$ cat config.mk
export PLATFORM = sky130hd
export DESIGN_NAME = core_run_ctrl
export DESIGN_NICKNAME = d
export VERILOG_FILES = /design/src/rtl/run_ctrl_pkg.sv /design/src/rtl/irq_unit.sv /design/src/rtl/mode_unit.sv /design/src/rtl/core_run_ctrl.sv
export SDC_FILE = /design/constraint.sdc
export NUM_CORES = 1
export LEC_CHECK = 0
export BUFFER_PORTS_ARGS = -buffer_cell sky130_fd_sc_hd__clkbuf_2
export CAP_MARGIN = 25
export CORE_ASPECT_RATIO = 1.75
export CORE_MARGIN = 2
export CORE_UTILIZATION = 49
export DETAILED_ROUTE_END_ITERATION = 6
export PLACE_DENSITY = 0.85
export SLEW_MARGIN = 20
export SYNTH_ARGS = -nofsm -noshare
export SYNTH_HDL_FRONTEND = slang
export SYNTH_SLANG_ARGS = --single-unit
$ cat constraint.sdc
create_clock -name clk -period 5.45 [get_ports clk]
set_input_delay 0.2725 -clock clk [delete_from_list [all_inputs] [get_ports clk]]
set_output_delay 0.2725 -clock clk [all_outputs]
set_load 0.01 [all_outputs]
$ cat src/rtl/run_ctrl_pkg.sv
// Package: shared constants for the core run control unit.
// Assumes a word-addressed register space decoded on full byte addresses.
package run_ctrl_pkg;
    localparam int IRQ_N     = 4;
    localparam int IRQ_HOST  = 0;
    localparam int IRQ_FIN   = 1;
    localparam int IRQ_IFLT  = 2;
    localparam int IRQ_DFLT  = 3;

    localparam logic [1:0] MODE_RUN    = 2'b00;
    localparam logic [1:0] MODE_FREEZE = 2'b01;
    localparam logic [1:0] MODE_HOLD   = 2'b11;

    localparam int OFS_STATE  = 'h00;
    localparam int OFS_ENABLE = 'h04;
    localparam int OFS_TEST   = 'h08;
    localparam int OFS_CTRL   = 'h0C;
endpackage

$ cat src/rtl/irq_unit.sv
// Module: interrupt pending/enable storage with gated outputs.
// Assumes at most one of state_we/test_we is high per cycle (one address).
// Events set pending bits and override a same-cycle clear.
module irq_unit #(
    parameter int N = 4
) (
    input  logic         clk,
    input  logic         rst_n,
    input  logic         state_we,
    input  logic         test_we,
    input  logic         enable_we,
    input  logic [N-1:0] wdata,
    input  logic [N-1:0] ev_set,
    output logic [N-1:0] pend_o,
    output logic [N-1:0] en_o,
    output logic [N-1:0] irq_o
);
    logic [N-1:0] pend_q, en_q, clr_mask, set_mask;

    // Purpose: build the clear and set masks for this cycle.
    always_comb begin
        clr_mask = state_we ? wdata : '0;
        set_mask = (test_we ? wdata : '0) | ev_set;
    end

    // Purpose: update pending and enable registers.
    always_ff @(posedge clk) begin
        if (!rst_n) begin
            pend_q <= '0;
            en_q   <= '0;
        end else begin
            pend_q <= (pend_q & ~clr_mask) | set_mask;
            if (enable_we) en_q <= wdata;
        end
    end

    assign pend_o = pend_q;
    assign en_o   = en_q;
    assign irq_o  = pend_q & en_q;

    for (genvar i = 0; i < N; i++) begin : g_chk
        assert_event_sets_pending_R8: assert property (@(posedge clk) disable iff (!rst_n)
            ev_set[i] |=> pend_o[i]);
        assert_state_write_clears_R2: assert property (@(posedge clk) disable iff (!rst_n)
            (state_we && wdata[i] && !ev_set[i]) |=> !pend_o[i]);
    end
endmodule

$ cat src/rtl/mode_unit.sv
// Module: control word, run mode, halt, core reset pulse and start PC.
// Assumes events outrank a same-cycle control write; finish/fault
// outrank host request. Reset pulse fires on software-reset 1->0.
module mode_unit
    import run_ctrl_pkg::*;
#(
    parameter int               START_W   = 19,
    parameter int               PC_W      = 32,
    parameter logic [PC_W-1:0]  BOOT_BASE = '0
) (
    input  logic               clk,
    input  logic               rst_n,
    input  logic               ctrl_we,
    input  logic [START_W-1:0] wdata,
    input  logic               ev_host,
    input  logic               ev_stop,
    output logic [START_W-1:0] ctrl_o,
    output logic               halt_o,
    output logic               core_rst_o,
    output logic               pc_load_o,
    output logic [PC_W-1:0]    pc_o
);
    localparam logic [START_W-1:0] CTRL_RST = START_W'(MODE_HOLD);

    logic [START_W-1:0] ctrl_q, ctrl_next;
    logic               halt_q, rst_q, srst_fall;
    logic [PC_W-1:0]    pc_q, pc_next;

    // Purpose: choose the next control word with event priority.
    always_comb begin
        ctrl_next = ctrl_q;
        if (ev_stop)      ctrl_next[1:0] = MODE_HOLD;
        else if (ev_host) ctrl_next[1:0] = MODE_FREEZE;
        else if (ctrl_we) ctrl_next = wdata;
        srst_fall = ctrl_q[1] & ~ctrl_next[1];
        pc_next   = BOOT_BASE + PC_W'({ctrl_next[START_W-1:2], 2'b00});
    end

    // Purpose: register control word, halt, reset pulse and start PC.
    always_ff @(posedge clk) begin
        if (!rst_n) begin
            ctrl_q <= CTRL_RST;
            halt_q <= 1'b1;
            rst_q  <= 1'b0;
            pc_q   <= BOOT_BASE;
        end else begin
            ctrl_q <= ctrl_next;
            halt_q <= (ctrl_next[1:0] != MODE_RUN);
            rst_q  <= srst_fall;
            if (srst_fall) pc_q <= pc_next;
        end
    end

    assign ctrl_o     = ctrl_q;
    assign halt_o     = halt_q;
    assign core_rst_o = rst_q;
    assign pc_load_o  = rst_q;
    assign pc_o       = pc_q;

    assert_reset_one_cycle_R7: assert property (@(posedge clk) disable iff (!rst_n)
        core_rst_o |=> !core_rst_o);
    assert_stop_event_holds_R9: assert property (@(posedge clk) disable iff (!rst_n)
        ev_stop |=> (ctrl_o[1:0] == MODE_HOLD) && halt_o);
    assert_host_event_freezes_R8: assert property (@(posedge clk) disable iff (!rst_n)
        (ev_host && !ev_stop) |=> (ctrl_o[1:0] == MODE_FREEZE) && halt_o);
    assert_halt_tracks_mode_R6: assert property (@(posedge clk) disable iff (!rst_n)
        halt_o == (ctrl_o[1:0] != MODE_RUN));
endmodule

$ cat src/rtl/core_run_ctrl.sv
// Module: top of the core run control unit. Decodes the register port,
// returns read data combinationally and routes core events.
// Assumes full-address decode; unmapped offsets read zero.
module core_run_ctrl
    import run_ctrl_pkg::*;
#(
    parameter int               ADDR_W    = 12,
    parameter int               DATA_W    = 32,
    parameter int               START_W   = 19,
    parameter int               PC_W      = 32,
    parameter logic [PC_W-1:0]  BOOT_BASE = 32'h0001_0000
) (
    input  logic              clk,
    input  logic              rst_n,
    input  logic              reg_we,
    input  logic [ADDR_W-1:0] reg_addr,
    input  logic [DATA_W-1:0] reg_wdata,
    output logic [DATA_W-1:0] reg_rdata,
    input  logic              ev_host_req,
    input  logic              ev_finish,
    input  logic              ev_data_fault,
    output logic              halt_o,
    output logic              core_rst_o,
    output logic              pc_load_o,
    output logic [PC_W-1:0]   start_pc_o,
    output logic [IRQ_N-1:0]  irq_o
);
    logic               hit_state, hit_enable, hit_test, hit_ctrl;
    logic [IRQ_N-1:0]   ev_set, pend, en;
    logic [START_W-1:0] ctrl;

    // Purpose: decode register hits from the byte address.
    always_comb begin
        hit_state  = (reg_addr == ADDR_W'(OFS_STATE));
        hit_enable = (reg_addr == ADDR_W'(OFS_ENABLE));
        hit_test   = (reg_addr == ADDR_W'(OFS_TEST));
        hit_ctrl   = (reg_addr == ADDR_W'(OFS_CTRL));
    end

    // Purpose: map core events onto pending bit positions.
    always_comb begin
        ev_set           = '0;
        ev_set[IRQ_HOST] = ev_host_req;
        ev_set[IRQ_FIN]  = ev_finish;
        ev_set[IRQ_DFLT] = ev_data_fault;
    end

    irq_unit #(.N(IRQ_N)) u_irq (
        .clk       (clk),
        .rst_n     (rst_n),
        .state_we  (reg_we && hit_state),
        .test_we   (reg_we && hit_test),
        .enable_we (reg_we && hit_enable),
        .wdata     (reg_wdata[IRQ_N-1:0]),
        .ev_set    (ev_set),
        .pend_o    (pend),
        .en_o      (en),
        .irq_o     (irq_o)
    );

    mode_unit #(.START_W(START_W), .PC_W(PC_W), .BOOT_BASE(BOOT_BASE)) u_mode (
        .clk        (clk),
        .rst_n      (rst_n),
        .ctrl_we    (reg_we && hit_ctrl),
        .wdata      (reg_wdata[START_W-1:0]),
        .ev_host    (ev_host_req),
        .ev_stop    (ev_finish || ev_data_fault),
        .ctrl_o     (ctrl),
        .halt_o     (halt_o),
        .core_rst_o (core_rst_o),
        .pc_load_o  (pc_load_o),
        .pc_o       (start_pc_o)
    );

    // Purpose: return read data for the addressed register.
    always_comb begin
        reg_rdata = '0;
        if (hit_state)  reg_rdata = DATA_W'(pend);
        if (hit_enable) reg_rdata = DATA_W'(en);
        if (hit_ctrl)   reg_rdata = DATA_W'(ctrl);
    end

    assert_pc_load_with_reset_R7: assert property (@(posedge clk) disable iff (!rst_n)
        pc_load_o |-> core_rst_o && !$past(ctrl[1] == 1'b0));
    assert_unmapped_reads_zero_R11: assert property (@(posedge clk) disable iff (!rst_n)
        !(hit_state || hit_enable || hit_ctrl) |-> (reg_rdata == '0));
endmodule

==> metrics, run 1 <==
Die W=56.79 um; Final Cycle Share=41.79%; io pins=121; FF-to-FF setup slack=between 3 and 4 ns; Overall Power=615.9 uW; Synth Area in Compound Gates=10.89%; CTS Buf Count=5; RSZ-0062 raised after global routing=false; status=finished clean; area delta synth->final=15.34%; Post-CTS Repair Setup Buffers=0; WHS Path Cells=2; Pleak=1.267 nW; Buf/Inv on CP=2; routability congestion estimate=between 0.8 and 0.9; Root Driver=clkbuf_8; drt first-iter violations=42; simple-gate share of the synthesized area=20.42%; Critical Path Most Common Cell=clkbuf_2; Final Max Tran Viols=0; Skew-Pair Late Insertion Delay=0.29 ns; core area=4707 sq um; largest net degree at the start of global routing=43; mapped cell area=approximately 2400 sq um; Critical Path End Type=primary output; CP top delay family=simple AND/OR/NAND/NOR gates; most frequent cells in the layout=clkbuf_2, dfxtp_1, nor2_1, mux2i_1, conb_1; TritonRoute pass-1 iters=4; Post-Synth XOR/XNOR Area=1.466%; final hold vios=0; maxcap violations=0; DP HPWL=3.777 mm; cell count after synthesis=about 250; startpoint class of the critical path=input pin; Slowest cell on crit path=nor3_4; Via density=a little over 5; antenna diode count=0; Antenna Violating Nets Remaining=0; Reg area=about 940 sq um; Worst Path Max Fanout=20; # hold bufs at CTS=0; Vias=1914; critical path type=input pin to primary output; Power per Cell Area=~220 nW/um^2; Initial Util=50.77%; initial antenna violation count=0; Worst Max-Slew Pin Slew=0.8946 ns; post-cts resize count=0; worst reg2reg path depth=5; Fillers=452; WL per Instance=approximately 13 um; GRT Util Overall=18.35%; instance count on the critical path=6; f_max=439.0 MHz; Post-synth EDFFs=0; ys async rst share=0%; Rel. slew slack=40.36%; register area share after synthesis=39.37%; post-synthesis mux area share=13.82%; num rows=33; vias in the first global route=1804; fin area=~2800 sq um; CP cell instances=clkbuf_2 > or4_4 > nor3_4 > nand2_1 > o21ai_0 > clkbuf_2; Worst EP arrival=2.01 ns; first-pass GRT wire length=7.859 mm; peak supply drop=around 0.18 mV; Synth Flop Type=dfxtp_1; Yosys reg bits=47; port bufs=80; H-Tree Depth=2; yosys warns=0; layout cells sized above 1=34.15%; Crit path required time=5.18 ns; Netlist cell types=36; CTS tree=yes; total DRC errors in the routed layout=0; Post-Route Setup TNS=0 ns; post-synthesis adder-cell area fraction=0%; post-route minimum period=2.278 ns; Post-Layout Cell Count=380; Chip Height=a little under 100 um; dpl cells=approximately 370; Worst-path clk slew=0.07 ns; clock skew=between 0.006 and 0.007 ns; GRT Residual Overflow=0; commonest non-fill, non-tap cell in the layout=clkbuf_2; die area=about 5500 sq um; final core occ=between 50% and 60%; setup violators final=0; placed cell area=2675 sq um; # nets final=377; max incr delay on CP=0.65 ns; largest family of logic cells by synthesized area=simple AND/OR/NAND/NOR gates; clock buffer depth=2; Total Wirelength=4.925 mm; clock sink count=47; worst min-delay path category=input pin to register; area occupied by multi-input gates=approximately 1200 sq um; Syn Area/Cell=9.446 sq um
-- where the power goes --
group	switching, mW	leakage (nW)	total, mW	internal [mW]
clock	0.105	0.0422	0.195	0.0901
combinational	0.0413	0.844	0.0664	0.0251
sequential	0.00421	0.381	0.355	0.350
-- flip-flops by register name, indices dropped and copies added, names as in the netlist --
name               cells
u_irq.pend_o           4
u_mode.pc_o           18
u_mode.ctrl_o         19
u_irq.en_o             4
u_mode.core_rst_o      1
u_mode.halt_o          1
-- routing by layer --
metal / up-vias / part of all wire (%) / track usage, %
li1: 943 / - / -
met1: 886 / 36 / 17.76
met2: 75 / 56 / 36.34
met3: 10 / 5.6 / 3.862
met4: 0 / 2.3 / 8.333
met5: - / 0 / 0
-- stage by stage --
stage	setup WS, ns	hold slack (ns)
global placement	2.829	0.4542
global route	3.019	0.1963
floorplan	3.549	0.3344
finish	3.172	0.1881
detailed placement	2.875	0.4633
CTS	3.127	0.1783
-- final timing paths --
| kind | end | startpoint |
|---|---|---|
| setup / recovery | reg_rdata[1] | reg_addr[9] |
| hold / removal | u_mode.pc_o[16] | rst_n |
| hold reg to reg | u_irq.pend_o[2] | u_irq.pend_o[2] |
| setup reg to reg | u_mode.pc_o[19] | u_mode.ctrl_o[1] |
-- final cells by class --
type / count / share of cell area, %
timing repair buffer: 82 / 15.07
multi-input combinational: 184 / 44.53
clock inverter: 1 / 0.1816
tap: 52 / 2.360
sequential: 47 / 34.14
clock buffer: 7 / 2.769
inverter: 7 / 0.9532
-- cells in the mapped netlist (2+ instances only) --
master,count,area [sq um]
and2_1,19,118.9
o21ai_0,4,20.02
nor3_1,3,15.01
inv_1,6,22.52
nor2_1,40,150.1
xnor2_1,3,26.28
nand2_1,16,60.06
or4b_1,2,20.02
buf_4,29,217.7
or4_4,2,22.52
dfxtp_1,47,940.9
a21oi_1,5,25.02
nand3_1,2,10.01
a211oi_2,13,162.7
mux2i_1,33,330.3
clkbuf_1,6,22.52
buf_6,4,45.04
-- kinds of logic after synthesis --
family / count (synthesis)
other: 1
XOR/XNOR: 4
AND/OR/NAND/NOR: 93
AO/OA/AOI/OAI: 27
buffers and inverters: 48
multiplexers: 33
flip-flops: 47
Power figures use the tool's default switching activity.
==> run 2: changes to the inputs <==
Settings changed: CORE_UTILIZATION 49 to 46, PLACE_DENSITY 0.85 to 0.81.
Clock period 5.45 ns to 2.1 ns, I/O delays scaled along.
==> metrics, run 2 (same netlist as run 1, synthesis figures left out) <==
status=finished clean; peak supply drop=0.5715 mV (+210%); commonest non-fill, non-tap cell in the layout=clkbuf_2; maxcap violations=0 (unchanged); die area=5810 sq um (+6.2%); FF-to-FF setup slack=0.59 ns (-2.95 ns); Slowest cell on crit path=or4_4; clock sink count=47 (unchanged); Buf/Inv on CP=2 (unchanged); setup violators final=0 (unchanged); Reg-to-Reg Start=u_mode.ctrl_o[1]; final hold vios=0 (unchanged); io pins=121 (unchanged); Crit path required time=2.32 ns (-2.86 ns); clock skew=0.008957 ns (+0.002820 ns); Root Driver=clkbuf_8; Worst EP arrival=1.88 ns (-0.13 ns); routability congestion estimate=0.8144 (-0.89%); vias in the first global route=1831 (+1.5%); instance count on the critical path=7 (+1); Post-Route Setup TNS=0 ns (unchanged); H-Tree Depth=2 (unchanged); core area=4977 sq um (+5.7%); Worst Path Max Fanout=31 (+55%); CP cell instances=clkbuf_2 > or4_4 > nor4_2 > a32o_2 > buf_12 > nor2_1 > a211oi_2; Total Wirelength=4.935 mm (+0.20%); drt first-iter violations=63 (+50%); DP HPWL=3.870 mm (+2.5%); Pleak=1.307 nW (+3.1%); CP top delay family=simple AND/OR/NAND/NOR gates; worst min-delay path category=input pin to register; Worst-path clk slew=0.09 ns (+0.02 ns); most frequent cells in the layout=clkbuf_2, dfxtp_1, nor2_1, mux2i_1, conb_1; total DRC errors in the routed layout=0 (unchanged); Skew-Pair Late Insertion Delay=0.29 ns (about the same); Chip Height=99.35 um (+3.1%); max incr delay on CP=0.58 ns (-0.07 ns); max reg flops=19 (unchanged); clock buffer depth=2 (unchanged); Critical Path End Type=register; Via density=5.036 (about the same); Antenna Violating Nets Remaining=0 (unchanged); Final Max Tran Viols=0 (unchanged); post-route minimum period=~1.7 ns; Die W=58.49 um (+3.0%); Reg area=940.9 sq um (unchanged); GRT Residual Overflow=0 (unchanged); startpoint class of the critical path=input pin; area delta synth->final=19.84%; worst reg2reg path depth=6 (+1); num rows=34 (+3.0%); port bufs=80 (unchanged); f_max=603.0 MHz; fin area=2864 sq um (+3.9%); TritonRoute pass-1 iters=4 (unchanged); first-pass GRT wire length=7.997 mm (+1.8%); post-cts resize count=0 (unchanged); Vias=1949 (+1.8%); placed cell area=2746 sq um (+2.7%); RSZ-0062 raised after global routing=false; initial antenna violation count=0 (unchanged); WL per Instance=12.75 um (-1.6%); Fillers=453 (+0.22%); antenna diode count=0 (unchanged); Post-CTS Repair Setup Buffers=0 (unchanged); area occupied by multi-input gates=1221 sq um (-0.51%); GRT Util Overall=17.81% (-0.54 points); Initial Util=48.01% (-2.8 points); CTS Buf Count=5 (unchanged); critical path type=input pin to register; # nets final=382 (+1.3%); WHS Path Cells=2 (unchanged); CTS tree=yes; hold_sp=rst_n; Power per Cell Area=617.1 nW/um^2 (+180%); Crit. Startpoint=reg_addr[9]; layout cells sized above 1=35.74% (+1.6 points); # hold bufs at CTS=0 (unchanged); largest net degree at the start of global routing=32 (-26%); Final Cycle Share=roughly four fifths
## run 2: per-stage QoR
stage	power, mW	hold slack (ns)	utilization [%]	setup WS, ns	instances
floorplan	1.084	0.1669	-	0.3664	279
global placement	1.115	0.3169	55.18	0.1943	379
detailed placement	1.121	0.3188	55.18	0.1148	379
CTS	1.795	0.009211	57.54	0.4292	387
global route	1.848	0.008821	57.54	0.3518	387
finish	1.767	0.01801	57.54	0.4418	387
## run 2: final cells by class
cell class	instances	area share, %
repair buffers	87	17.13
multi-input cells	184	42.64
well taps	54	2.359
flip-flops and latches	47	32.85
inverters	7	0.9174
clock inverters	2	1.223
clock buffers	6	2.883
## run 2: power by group
part / leakage [nW] / switching (mW) / total (mW) / internal, mW
Sequential: 0.381 / 0.0106 / 0.920 / 0.910
Combinational: 0.864 / 0.108 / 0.178 / 0.0702
Clock: 0.0612 / 0.284 / 0.669 / 0.385
Total: 1.31 / 0.402 / 1.77 / 1.36
## run 2: worst register-to-register path: stages (launching register included)
cell and delay, ns:
dfxtp_1 0.38, inv_1 0.07, nor4_1 0.23, a32o_2 0.26, buf_12 0.22, nor2_1 0.08, a211oi_2 0.19
## run 2: worst paths after layout
| check | to |
|---|---|
| setup / recovery | u_mode.pc_o[7] |
| hold / removal | u_mode.pc_o[16] |
| setup reg to reg | u_mode.pc_o[7] |
| hold reg to reg | u_irq.pend_o[2] |
## run 2: routing by layer
metal  wire length, um  vias up  part of all wire [%]  global-route usage [%]
met4                87        0                   1.8                   7.871
met2              2812       74                    57                   34.14
met1              1788      919                    36                   17.59
met3               246        4                   5.0                   3.251
li1                  -      952                     -                       -
met5                 0        -                     0                       0
==> run 3: changes to the inputs <==
Settings changed: CORE_UTILIZATION 46 to 41, PLACE_DENSITY 0.81 to 0.76.
Clock period 2.1 ns to 1.45 ns, I/O delays scaled along.
==> metrics, run 3 (same netlist as run 1, synthesis figures left out) <==
status=complete, but fails checks; violated checks=negative setup slack; Skew-Pair Late Insertion Delay=0.30 ns (about the same); Antenna Violating Nets Remaining=0 (unchanged); routability congestion estimate=0.7937 (-2.5%); layout cells sized above 1=51.64% (+16 points); Worst-path clk slew=0.09 ns (about the same); Vias=2111 (+8.3%); gr busiest metal=met2; maxcap violations=0 (unchanged); Total Wirelength=6.728 mm (+36%); most frequent cells in the layout=clkbuf_2, dfxtp_1, nor2_1, conb_1, buf_4; Pleak=1.615 nW (+24%); final hold vios=0 (unchanged); Initial Util=42.79% (-5.2 points); met3 global-route usage=3.465% (+0.21 points); grt met2 use=33.16% (-0.98 points); Via density=4.776 (-5.2%); Die W=61.71 um (+5.5%); largest net degree at the start of global routing=23 (-28%); Final Max Tran Viols=0 (unchanged); met1 usage=20.57% (+3.0 points); GRT Residual Overflow=0 (unchanged); die area=6479 sq um (+12%); # nets final=416 (+8.9%); initial antenna violation count=0 (unchanged); TritonRoute pass-1 iters=4 (unchanged); DP HPWL=4.170 mm (+7.8%); area occupied by multi-input gates=1515 sq um (+24%); fin area=3588 sq um (+25%); Psw=645.5 uW (+60%); setup violators final=52 (+52); critical path type=input pin to register; antenna diode count=0 (unchanged); io pins=121 (unchanged); CTS Buf Count=5 (unchanged); H-Tree Depth=2 (unchanged); startpoint class of the critical path=input pin; WL per Instance=15.22 um (+19%); f_max=roughly 630 MHz; vias in the first global route=1988 (+8.6%); Critical Path End Type=register; first-pass GRT wire length=9.232 mm (+15%); max reg flops=19 (unchanged); Chip Height=105.0 um (+5.7%); area delta synth->final=50.16%; Sequential Power Share=50.9% (-1.2 points); clock power share=35.6% (-2.2 points); placed cell area=2942 sq um (+7.1%); switching share of power=24.58% (+1.8 points); Worst EP arrival=1.79 ns (-0.09 ns); worst min-delay path category=input pin to register; Reg area=942.2 sq um (+0.13%); commonest non-fill, non-tap cell in the layout=clkbuf_2; Final Cycle Share=109.6%; final core occ=64.25% (+6.7 points); core area=5585 sq um (+12%); clock sink count=47 (unchanged); Power per Cell Area=731.7 nW/um^2 (+19%); Root Driver=clkbuf_8; GRT Util Overall=18.69% (+0.88 points); Worst Path Max Fanout=6 (-81%); num rows=36 (+5.9%); Pint=1.980 mW (+45%); drt first-iter violations=65 (+3.2%); port bufs=80 (unchanged); post-route minimum period=1.589 ns; combinational share of power=13.6% (+3.5 points); CTS tree=yes; PnR worst setup slack=-0.1394 ns (-0.5812 ns); peak supply drop=0.5096 mV (-11%); clock buffer depth=2 (unchanged); clock skew=0.006888 ns (-0.002069 ns); Fillers=464 (+2.4%); total DRC errors in the routed layout=0 (unchanged); Crit path required time=1.65 ns (-0.67 ns); RSZ-0062 raised after global routing=true; FF-to-FF setup slack=-0.10 ns (-0.69 ns); smallest hold slack=0.005938 ns (-0.01207 ns)
-- run 3: routing by layer --
metal  wire [um]  up-vias  share of wire, %
met5           0        -                 0
met4         150        0               2.2
met3         352       12               5.2
met2        3783       82                56
met1        2441      990                36
li1            -     1027                 -
-- run 3: worst paths after layout --
kind | from | endpoint | depth (start not counted)
worst min register to register | u_irq.pend_o[2] | u_irq.pend_o[2] | 2
worst min-delay path | rst_n | u_mode.pc_o[16] | 2
worst max-delay path | reg_addr[10] | u_mode.pc_o[16] | 8
worst max register to register | u_mode.ctrl_o[1] | u_mode.pc_o[18] | 7
-- run 3: per-stage QoR --
stage	std cells	TNS [ns]	worst slack [ns]	total power, mW
floorplan	279	-6.578	-0.2367	1.573
global placement	415	-15.28	-0.3506	1.650
detailed placement	415	-15.97	-0.3767	1.653
CTS	425	-3.599	-0.1053	2.577
global route	442	-6.516	-0.1947	2.733
finish	442	-3.645	-0.1394	2.626
-- run 3: worst max-delay path, cell delays in order --
cell	delay [ns]
buf_6	0.09
or4_4	0.60
nor4_4	0.27
a32o_2	0.23
buf_4	0.14
buf_12	0.12
mux2i_1	0.18
nand2_1	0.08
-- run 3: what timing repair did --
| action | CTS | global route |
|---|---|---|
| gates cloned | 2 | 4 |
| setup buffers | 1 | 14 |
| gates resized for setup | 27 | 52 |
| endpoints found under the setup margin | 52 | 56 |
| pin swaps | 5 | 12 |
| hold buffers | 0 | 0 |
-- run 3: cell type report --
cell class                      instances  area share [%]
Clock buffer                            6           2.022
Clock inverter                          1          0.8368
Inverter                                7          0.7322
Multi-Input combinational cell        184           42.22
Sequential cell                        47           26.26
Tap cell                               76           2.650
Timing Repair Buffer                  121           25.28
-- run 3: power by group through the flow --
stage / combinational [mW] / sequential [mW] / clock, mW
3_3_place_gp: 0.286 / 1.36 / 0
3_5_place_dp: 0.290 / 1.36 / 0
5_1_grt: 0.386 / 1.34 / 1.01
4_1_cts: 0.301 / 1.33 / 0.943
6_report: 0.356 / 1.34 / 0.934
2_1_floorplan: 0.202 / 1.37 / 0
